==> src/rtl/rs_enc_pkg.sv <==
package rs_enc_pkg;

  // Largest parity count the coefficient function supports.
  localparam int MAX_PAR = 32;

  // Strobes from the sequencer to the datapath.
  typedef struct packed {
    logic loadData;   // a message byte is complete: send it and fold it into the remainder
    logic loadPar;    // next remainder byte goes to the serialiser, remainder shifts
    logic clearPar;   // treat the remainder as zero (first byte of a codeword)
    logic markSof;    // the byte being loaded opens a codeword
  } enc_strobe_t;

  // Multiply two field elements, reducing by the given field polynomial.
  function automatic logic [7:0] gfMul(input logic [7:0] a, input logic [7:0] b,
                                       input logic [8:0] poly);
    logic [7:0] acc;
    logic [7:0] sh;
    acc = 8'h00;
    sh  = a;
    for (int i = 0; i < 8; i++) begin
      if (b[i]) acc = acc ^ sh;
      sh = sh[7] ? ({sh[6:0], 1'b0} ^ poly[7:0]) : {sh[6:0], 1'b0};
    end
    return acc;
  endfunction

  // Coefficients g0..g(nPar-1) of prod (x + alpha^(firstRoot+i)); the leading 1 is implied.
  function automatic logic [MAX_PAR*8-1:0] genCoeffs(input int nPar, input logic [8:0] poly,
                                                     input int firstRoot);
    logic [7:0] g [0:MAX_PAR];
    logic [7:0] root;
    logic [MAX_PAR*8-1:0] res;
    for (int i = 0; i <= MAX_PAR; i++) g[i] = 8'h00;
    g[0] = 8'h01;
    root = 8'h01;
    for (int i = 0; i < firstRoot; i++) root = gfMul(root, 8'h02, poly);
    for (int i = 0; i < MAX_PAR; i++) begin
      if (i < nPar) begin
        for (int j = MAX_PAR; j >= 1; j--) begin
          if (j <= i + 1) g[j] = g[j-1] ^ gfMul(g[j], root, poly);
        end
        g[0] = gfMul(g[0], root, poly);
        root = gfMul(root, 8'h02, poly);
      end
    end
    res = '0;
    for (int i = 0; i < MAX_PAR; i++) res[i*8 +: 8] = g[i];
    return res;
  endfunction

endpackage

==> src/rtl/rs_enc_ctrl.sv <==
module rs_enc_ctrl
  import rs_enc_pkg::*;
#(
  parameter int N_DATA = 188,
  parameter int N_PAR  = 16
) (
  input  logic        clk,
  input  logic        rst,
  input  logic        byteDone,
  input  logic        serLast,
  output enc_strobe_t stb,
  output logic        inReady
);
  localparam int DW = (N_DATA > 1) ? $clog2(N_DATA) : 1;
  localparam int PW = (N_PAR > 1) ? $clog2(N_PAR) : 1;
  localparam logic [DW-1:0] DATA_LAST = DW'(N_DATA - 1);
  localparam logic [PW-1:0] PAR_LAST  = PW'(N_PAR - 1);

  logic          inParity;
  logic [DW-1:0] dataCnt;
  logic [PW-1:0] parCnt;

  assign inReady = !inParity;

  always_comb begin
    stb          = '0;
    stb.loadData = byteDone;
    stb.loadPar  = inParity && serLast;
    stb.clearPar = byteDone && (dataCnt == '0);
    stb.markSof  = byteDone && (dataCnt == '0);
  end

  always_ff @(posedge clk) begin
    if (rst) begin
      inParity <= 1'b0;
      dataCnt  <= '0;
      parCnt   <= '0;
    end else begin
      if (stb.loadData) begin
        if (dataCnt == DATA_LAST) begin
          dataCnt  <= '0;
          inParity <= 1'b1;
        end else begin
          dataCnt <= dataCnt + 1'b1;
        end
      end
      if (stb.loadPar) begin
        if (parCnt == PAR_LAST) begin
          parCnt   <= '0;
          inParity <= 1'b0;
        end else begin
          parCnt <= parCnt + 1'b1;
        end
      end
    end
  end
endmodule

==> src/rtl/rs_enc_dp.sv <==
module rs_enc_dp
  import rs_enc_pkg::*;
#(
  parameter int         N_PAR      = 16,
  parameter logic [8:0] FIELD_POLY = 9'h11D,
  parameter int         FIRST_ROOT = 0
) (
  input  logic        clk,
  input  logic        rst,
  input  logic        inBit,
  input  logic        inValid,
  input  logic        inReady,
  input  enc_strobe_t stb,
  output logic        byteDone,
  output logic        serLast,
  output logic        outBit,
  output logic        outValid,
  output logic        outSof
);
  localparam logic [MAX_PAR*8-1:0] GEN = genCoeffs(N_PAR, FIELD_POLY, FIRST_ROOT);

  // Serial-to-byte packing, MSB first.
  logic [2:0] bitCnt;
  logic [6:0] inShift;
  logic [7:0] newByte;
  logic       accept;

  assign accept   = inValid && inReady;
  assign byteDone = accept && (bitCnt == 3'd7);
  assign newByte  = {inShift, inBit};

  always_ff @(posedge clk) begin
    if (rst) begin
      bitCnt  <= '0;
      inShift <= '0;
    end else if (accept) begin
      bitCnt  <= bitCnt + 3'd1;
      inShift <= {inShift[5:0], inBit};
    end
  end

  // Byte-wide division register for the remainder.
  logic [7:0] par     [N_PAR];
  logic [7:0] parBase [N_PAR];
  logic [7:0] parNext [N_PAR];
  logic [7:0] fb;

  always_comb begin
    for (int k = 0; k < N_PAR; k++) parBase[k] = stb.clearPar ? 8'h00 : par[k];
  end

  assign fb = stb.loadPar ? 8'h00 : (newByte ^ parBase[N_PAR-1]);

  for (genvar k = 0; k < N_PAR; k++) begin : g_tap
    if (k == 0) begin : g_low
      assign parNext[k] = gfMul(fb, GEN[7:0], FIELD_POLY);
    end else begin : g_up
      assign parNext[k] = parBase[k-1] ^ gfMul(fb, GEN[k*8 +: 8], FIELD_POLY);
    end
  end

  always_ff @(posedge clk) begin
    if (rst) begin
      for (int k = 0; k < N_PAR; k++) par[k] <= 8'h00;
    end else if (stb.loadData || stb.loadPar) begin
      for (int k = 0; k < N_PAR; k++) par[k] <= parNext[k];
    end
  end

  // Byte-to-serial output, MSB first.
  logic [7:0] serReg;
  logic [3:0] serCnt;
  logic       sofPend;

  assign serLast  = (serCnt <= 4'd1);
  assign outBit   = serReg[7];
  assign outValid = (serCnt != 4'd0);
  assign outSof   = sofPend;

  always_ff @(posedge clk) begin
    if (rst) begin
      serReg  <= '0;
      serCnt  <= '0;
      sofPend <= 1'b0;
    end else if (stb.loadData) begin
      serReg  <= newByte;
      serCnt  <= 4'd8;
      sofPend <= stb.markSof;
    end else if (stb.loadPar) begin
      serReg  <= par[N_PAR-1];
      serCnt  <= 4'd8;
      sofPend <= 1'b0;
    end else if (serCnt != 4'd0) begin
      serReg  <= {serReg[6:0], 1'b0};
      serCnt  <= serCnt - 4'd1;
      sofPend <= 1'b0;
    end
  end
endmodule

==> src/rtl/rs_byte_encoder.sv <==
module rs_byte_encoder
  import rs_enc_pkg::*;
#(
  parameter int         N_TOTAL    = 204,
  parameter int         N_PAR      = 16,
  parameter logic [8:0] FIELD_POLY = 9'h11D,
  parameter int         FIRST_ROOT = 0
) (
  input  logic clk,
  input  logic rst,
  input  logic inBit,
  input  logic inValid,
  output logic inReady,
  output logic outBit,
  output logic outValid,
  output logic outSof
);
  localparam int N_DATA = N_TOTAL - N_PAR;

  enc_strobe_t stb;
  logic        byteDone;
  logic        serLast;

  rs_enc_ctrl #(.N_DATA(N_DATA), .N_PAR(N_PAR)) u_ctrl (
    .clk(clk), .rst(rst), .byteDone(byteDone), .serLast(serLast),
    .stb(stb), .inReady(inReady)
  );

  rs_enc_dp #(.N_PAR(N_PAR), .FIELD_POLY(FIELD_POLY), .FIRST_ROOT(FIRST_ROOT)) u_dp (
    .clk(clk), .rst(rst), .inBit(inBit), .inValid(inValid), .inReady(inReady),
    .stb(stb), .byteDone(byteDone), .serLast(serLast),
    .outBit(outBit), .outValid(outValid), .outSof(outSof)
  );
endmodule

==> config.mk <==
export PLATFORM = sky130hd
export DESIGN_NAME = rs_byte_encoder
export DESIGN_NICKNAME = d
export VERILOG_FILES = /design/src/rtl/rs_enc_pkg.sv /design/src/rtl/rs_enc_ctrl.sv /design/src/rtl/rs_enc_dp.sv /design/src/rtl/rs_byte_encoder.sv
export SDC_FILE = /design/constraint.sdc
export NUM_CORES = 1
export LEC_CHECK = 0
export ABC_CLOCK_PERIOD_IN_PS = 15840
export BUFFER_PORTS_ARGS = -buffer_cell sky130_fd_sc_hd__buf_2
export CAP_MARGIN = 20
export CORE_MARGIN = 4
export CORE_UTILIZATION = 70
export CTS_BUF_LIST = sky130_fd_sc_hd__clkbuf_4
export DETAILED_ROUTE_END_ITERATION = 12
export PLACE_DENSITY = 0.91
export SYNTH_ARGS = -nofsm -noshare
export SYNTH_HDL_FRONTEND = slang
export SYNTH_HIERARCHICAL = 1
export SYNTH_SLANG_ARGS = --single-unit
==> constraint.sdc <==
create_clock -name clk -period 15.84 [get_ports clk]
set_input_delay 3.96 -clock clk [delete_from_list [all_inputs] [get_ports clk]]
set_output_delay 3.96 -clock clk [all_outputs]
set_load 0.01 [all_outputs]
# --- Word-level counts from Yosys, hierarchy flattened ---
# Memories as Yosys holds them, arrays and structs flattened.
# Cells that the tools add are included.
classes:
  add_sub_neg: 4
  n_lt_le_gt_ge: 1
  eq_ne: 3
  muxes: 60
  bitwise: 70
  n_reduce_logical: 10
op_table:
  columns: ["cell", "n"]
  rows:
  - ["$xor 8x8->8", 47]
  - ["$mux 8", 37]
  - ["$mux 5", 7]
  - ["$not 4->4", 7]
  - ["$mux 4", 4]
  - ["$or 1x1->1", 16]
  - ["$mux 1", 12]
  - ["$add 8x1->8 const B", 1]
  - ["$eq 8x8->1 const B", 1]
  - ["$logic_not 8->1", 1]
  - ["$add 4x1->4 const B", 1]
  - ["$eq 4x4->1 const B", 1]
  - ["$le 4x1->1 const B", 1]
  - ["$logic_and 1x1->1", 4]
  - ["$reduce_bool 4->1", 1]
  - ["$sub 4x1->4 const B", 1]
  - ["$add 3x1->3 const B", 1]
  - ["$eq 3x3->1 const B", 1]
  - ["$reduce_bool 3->1", 1]
  - ["$reduce_or 3->1", 1]
  - ["$logic_not 1->1", 1]
  - ["$logic_or 1x1->1", 1]
word_totals:
  ff_bits: 36
  mem_bits_rw: 128
  inputBits: 4
  output_inout_bits: 4
  word_cells: 158
  mem_count: 1
memory_table:
  columns: ["name", "words", "word_bits", "read_ports", "rd_clocked_by_memory_dff", "write_ports", "line", "source"]
  rows:
  - ["u_dp.par", 16, 8, 16, 0, 16, "rs_enc_dp.sv:43", "logic [7:0] par [N_PAR];"]

# --- Logic depth before layout (Yosys ltp) ---
depth:
  depth_word: 24
  ltp_mapped: 17
  ltp_nobuf: 12

# --- Modules after synthesis ---
# Netlist, hierarchy kept.
by_module_without_submodules:
  columns: ["module", "n_inst", "cells_per_inst", "area_each_um2", "seq_area_each_um2"]
  rows:
  - ["rs_enc_dp", 1, 886, 9077.5, 4304.1]
  - ["rs_enc_ctrl", 1, 77, 660.6, 260.2]

# --- Least setup slack after synthesis ---
# Ideal clock, no wire load.
synth_timing:
  path_kind: "input -> register"
  start: "input inValid"
  end: "memory u_dp.par[0][0] (enable)"
  setup_ns: 0.496
  arrival_time_ns: 7.348
  required_time_ns: 15.344
  setup_slack_ns: 7.996
  stages: 4
  n_path_buf: 2
  path_cell_list: "and3_1 buf_4 clkbuf_1 or3_1"
synth_rtl:
  columns: ["element", "line", "source"]
  rows:
  - ["start, declared", "rs_byte_encoder.sv:12", "input logic inValid,"]
  - ["end, declared", "rs_enc_dp.sv:43", null]

==> results.ini <==
[status]
status=finished, final reports clean

[clock_network]
clockRootBuffer=clkbuf_4
clk-insertion-delay-late_ns=0.59
clkTransAtPathRegs_ns=0.14
cts_setup_buffers=0
clock-sinks=164
h-tree-depth=4
cts_buffers=17
cts_resized=0
cts_tree=built
cts_hold_buf=0
cts_buffer_depth=2

[worst_setup_path]
cp_top_family=buffers and inverters
reg2regPathDepth=15
critPathKind=input pin to register
cp_max_fo=68
cp_slowest_cell=buf_4
cp-start-kind=input pin
required_ns=16.16
r2r_end=u_dp/par[1][38]
cp_cell_sequence=buf_2 > and3_1 > buf_4 > nand2_1 > nor4_2 > buf_4 > inv_2 > buf_4 > a21oi_1 > or3b_1 > xnor3_2 > xor3_2 > xnor3_1 > nor2_1
critPathArrivalTime_ns=8.33
regToRegSetupSlack_ns=10.62
timing.critical_path.slowest_cell_delay_ns=0.61
end_kind=register
r2r-start=u_dp/bitCnt[0]
cpMostUsedCell=buf_4
path_buf_inv=5

[global_route]
grt_max_degree=81
grt_antenna_before_repair=0
grt_pass1_wl_um=33800
track_usage_pct=27.7
grt-ovfl-total=0
first_global_vias=6321

[floorplan]
initial_core_util_pct=72.4
die_w_um=126
coreArea_um2=13500
fp.dieArea_um2=15900
ios=8
rows=42
die_h_um=126

[timing]
relSlewSlack_pct=22.8
fin_tns_setup_ns=0
fin_crit_ns=8.00
setup_viol=0
finClkSkew_ns=0.0250
hold_violations=0
worst_pin_slew_ns=1.16
slew_violations=0
finalHoldWorstSlack_ns=0.476
setup_ws_ns=7.84
rsz0062_at_grt=no
period_share_pct=50.5
fmax_mhz=125

[placement]
place_hpwl_um=13800
io_buffer_count=7
pre_cts_ws_ns=7.05
placed_cell_area_um2=9810
gp_congestion=0.855

[drt]
wire_per_inst_um=19.1
drtPass1Iterations=6
vias=6700
drc=0
viasPerCell=5.93
ant_nets=0
finalWirelength_um=21600
drt_iter0_drc=858

[logic_synthesis]
ys_async_sr_fraction_pct=0
ys.flop_type=edfxtp_1
ys_seq_elements=164
ys_types=55
syn_area_per_cell_um2=10.1
netlist_top_cells_area=edfxtp_1 39%, xnor2_1 19%, dfxtp_1 7.4%
ys_warn_count=6
synth_top_cell_by_area=edfxtp_1
syn-num-nets=974
synth-seq-area-share_pct=46.9
synth_edf_count=128
netlist_area_um2=9740
synth_cells=963
synth_top_cell_area_share_pct=39.5

[flow_run]
drv_cap=0

[final_layout]
regArea_um2=4560
antenna_cells=0
stdcell_area_um2=10100
finalNetCount=952
drive_gt1_share_pct=8.39
multi_input_area_um2=4860
area_growth_pct=3.70
fillers=865

[worst_hold_path]
holdCritPathClass=register to register
hold_end=u_dp/bitCnt[2]
hp-start=u_dp/bitCnt[2]
min_path_cells=2

==> worst register-to-register path, cell delays in order (launching register included) <==
cell and delay [ns]:
dfxtp_1 0.38, ha_1 0.16, ha_1 0.15, and3_1 0.14, buf_4 0.28, nand2_1 0.12
nor4_2 0.16, buf_4 0.61, inv_2 0.50, buf_4 0.44, a21oi_1 0.19, or3b_1 0.50
xnor3_2 0.52, xor3_2 0.46, xnor3_1 0.30, nor2_1 0.05
==> cell usage in the layout (no fill, tap or decap), drive strengths merged, types with 18 or more instances in the layout <==
| cell | n |
|---|---|
| nor2 | 161 |
| xnor2 | 218 |
| a21oi | 52 |
| edfxtp | 128 |
| buf | 19 |
| nor2b | 47 |
| nand2 | 105 |
| dfxtp | 36 |
| xor2 | 34 |
| clkbuf | 19 |
| o21ai | 18 |
==> final cells by class <==
type	instances	area share, %
Multi-Input combinational cell	726	48.2
Timing Repair Buffer	19	1.24
Inverter	13	0.483
Clock buffer	19	1.41
Tap cell	176	2.18
Sequential cell	164	45.2
Clock inverter	12	1.33
==> Yosys cell counts (9+ instances only) <==
library cell and n:
nand2_1 105, o21ai_0 15, mux2i_1 9, xor2_1 32
clkbuf_1 35, or3_1 14, a21oi_1 47, buf_2 14
inv_1 13, xnor2_1 210, dfxtp_1 36, nor2b_1 47
edfxtp_1 128, nor2_1 158
==> worst max-delay path by stage <==
stage	from	to	cells past startpoint
6_report	inValid	u_dp/par[1][38]	14
3_3_place_gp	inValid	u_dp/par[1][16]	14
5_1_grt	inValid	u_dp/par[1][38]	14
3_5_place_dp	inValid	u_dp/par[1][16]	14
4_1_cts	inValid	u_dp/par[1][16]	14
2_1_floorplan	inValid	u_dp/par[0][0]	4
==> state kept, by name, indices dropped and copies added (netlist names) <==
| signal | cells |
|---|---|
| u_dp/par | 128 |
| u_dp/bitCnt | 3 |
| u_dp/serReg | 8 |
| u_dp/serCnt | 4 |
| u_ctrl/inParity | 1 |
| u_ctrl/dataCnt | 8 |
| u_dp/outSof | 1 |
| u_ctrl/parCnt | 4 |
| u_dp/inShift | 7 |
==> layer usage <==
layer	track usage, %	wire length [µm]
met1	37.7	8590
met5	0	0
met4	9.91	521
met2	43.3	10300
met3	7.15	2120
==> stage by stage <==
| stage | utilization (%) | instances |
|---|---|---|
| after global routing | 75.1 | 1129 |
| final | 75.1 | 1129 |
| after global placement | 73.0 | 1097 |
| after detailed placement | 73.0 | 1097 |
| after floorplan | - | 963 |
| after CTS | 75.0 | 1128 |
==> logic make-up after synthesis <==
logic type      after synthesis  synth area share, %
simple gates                366                 17.0
xor+xnor                    261                 26.0
flops                       164                 46.9
compound gates               83                 4.86
buf+inv                      73                 3.46
mux                           9                0.925
fa+ha+maj                     7                0.899
Power is left out: the tool's default activity adds up to more than one toggle a clock period on the data nets, which glitch-free logic cannot reach.
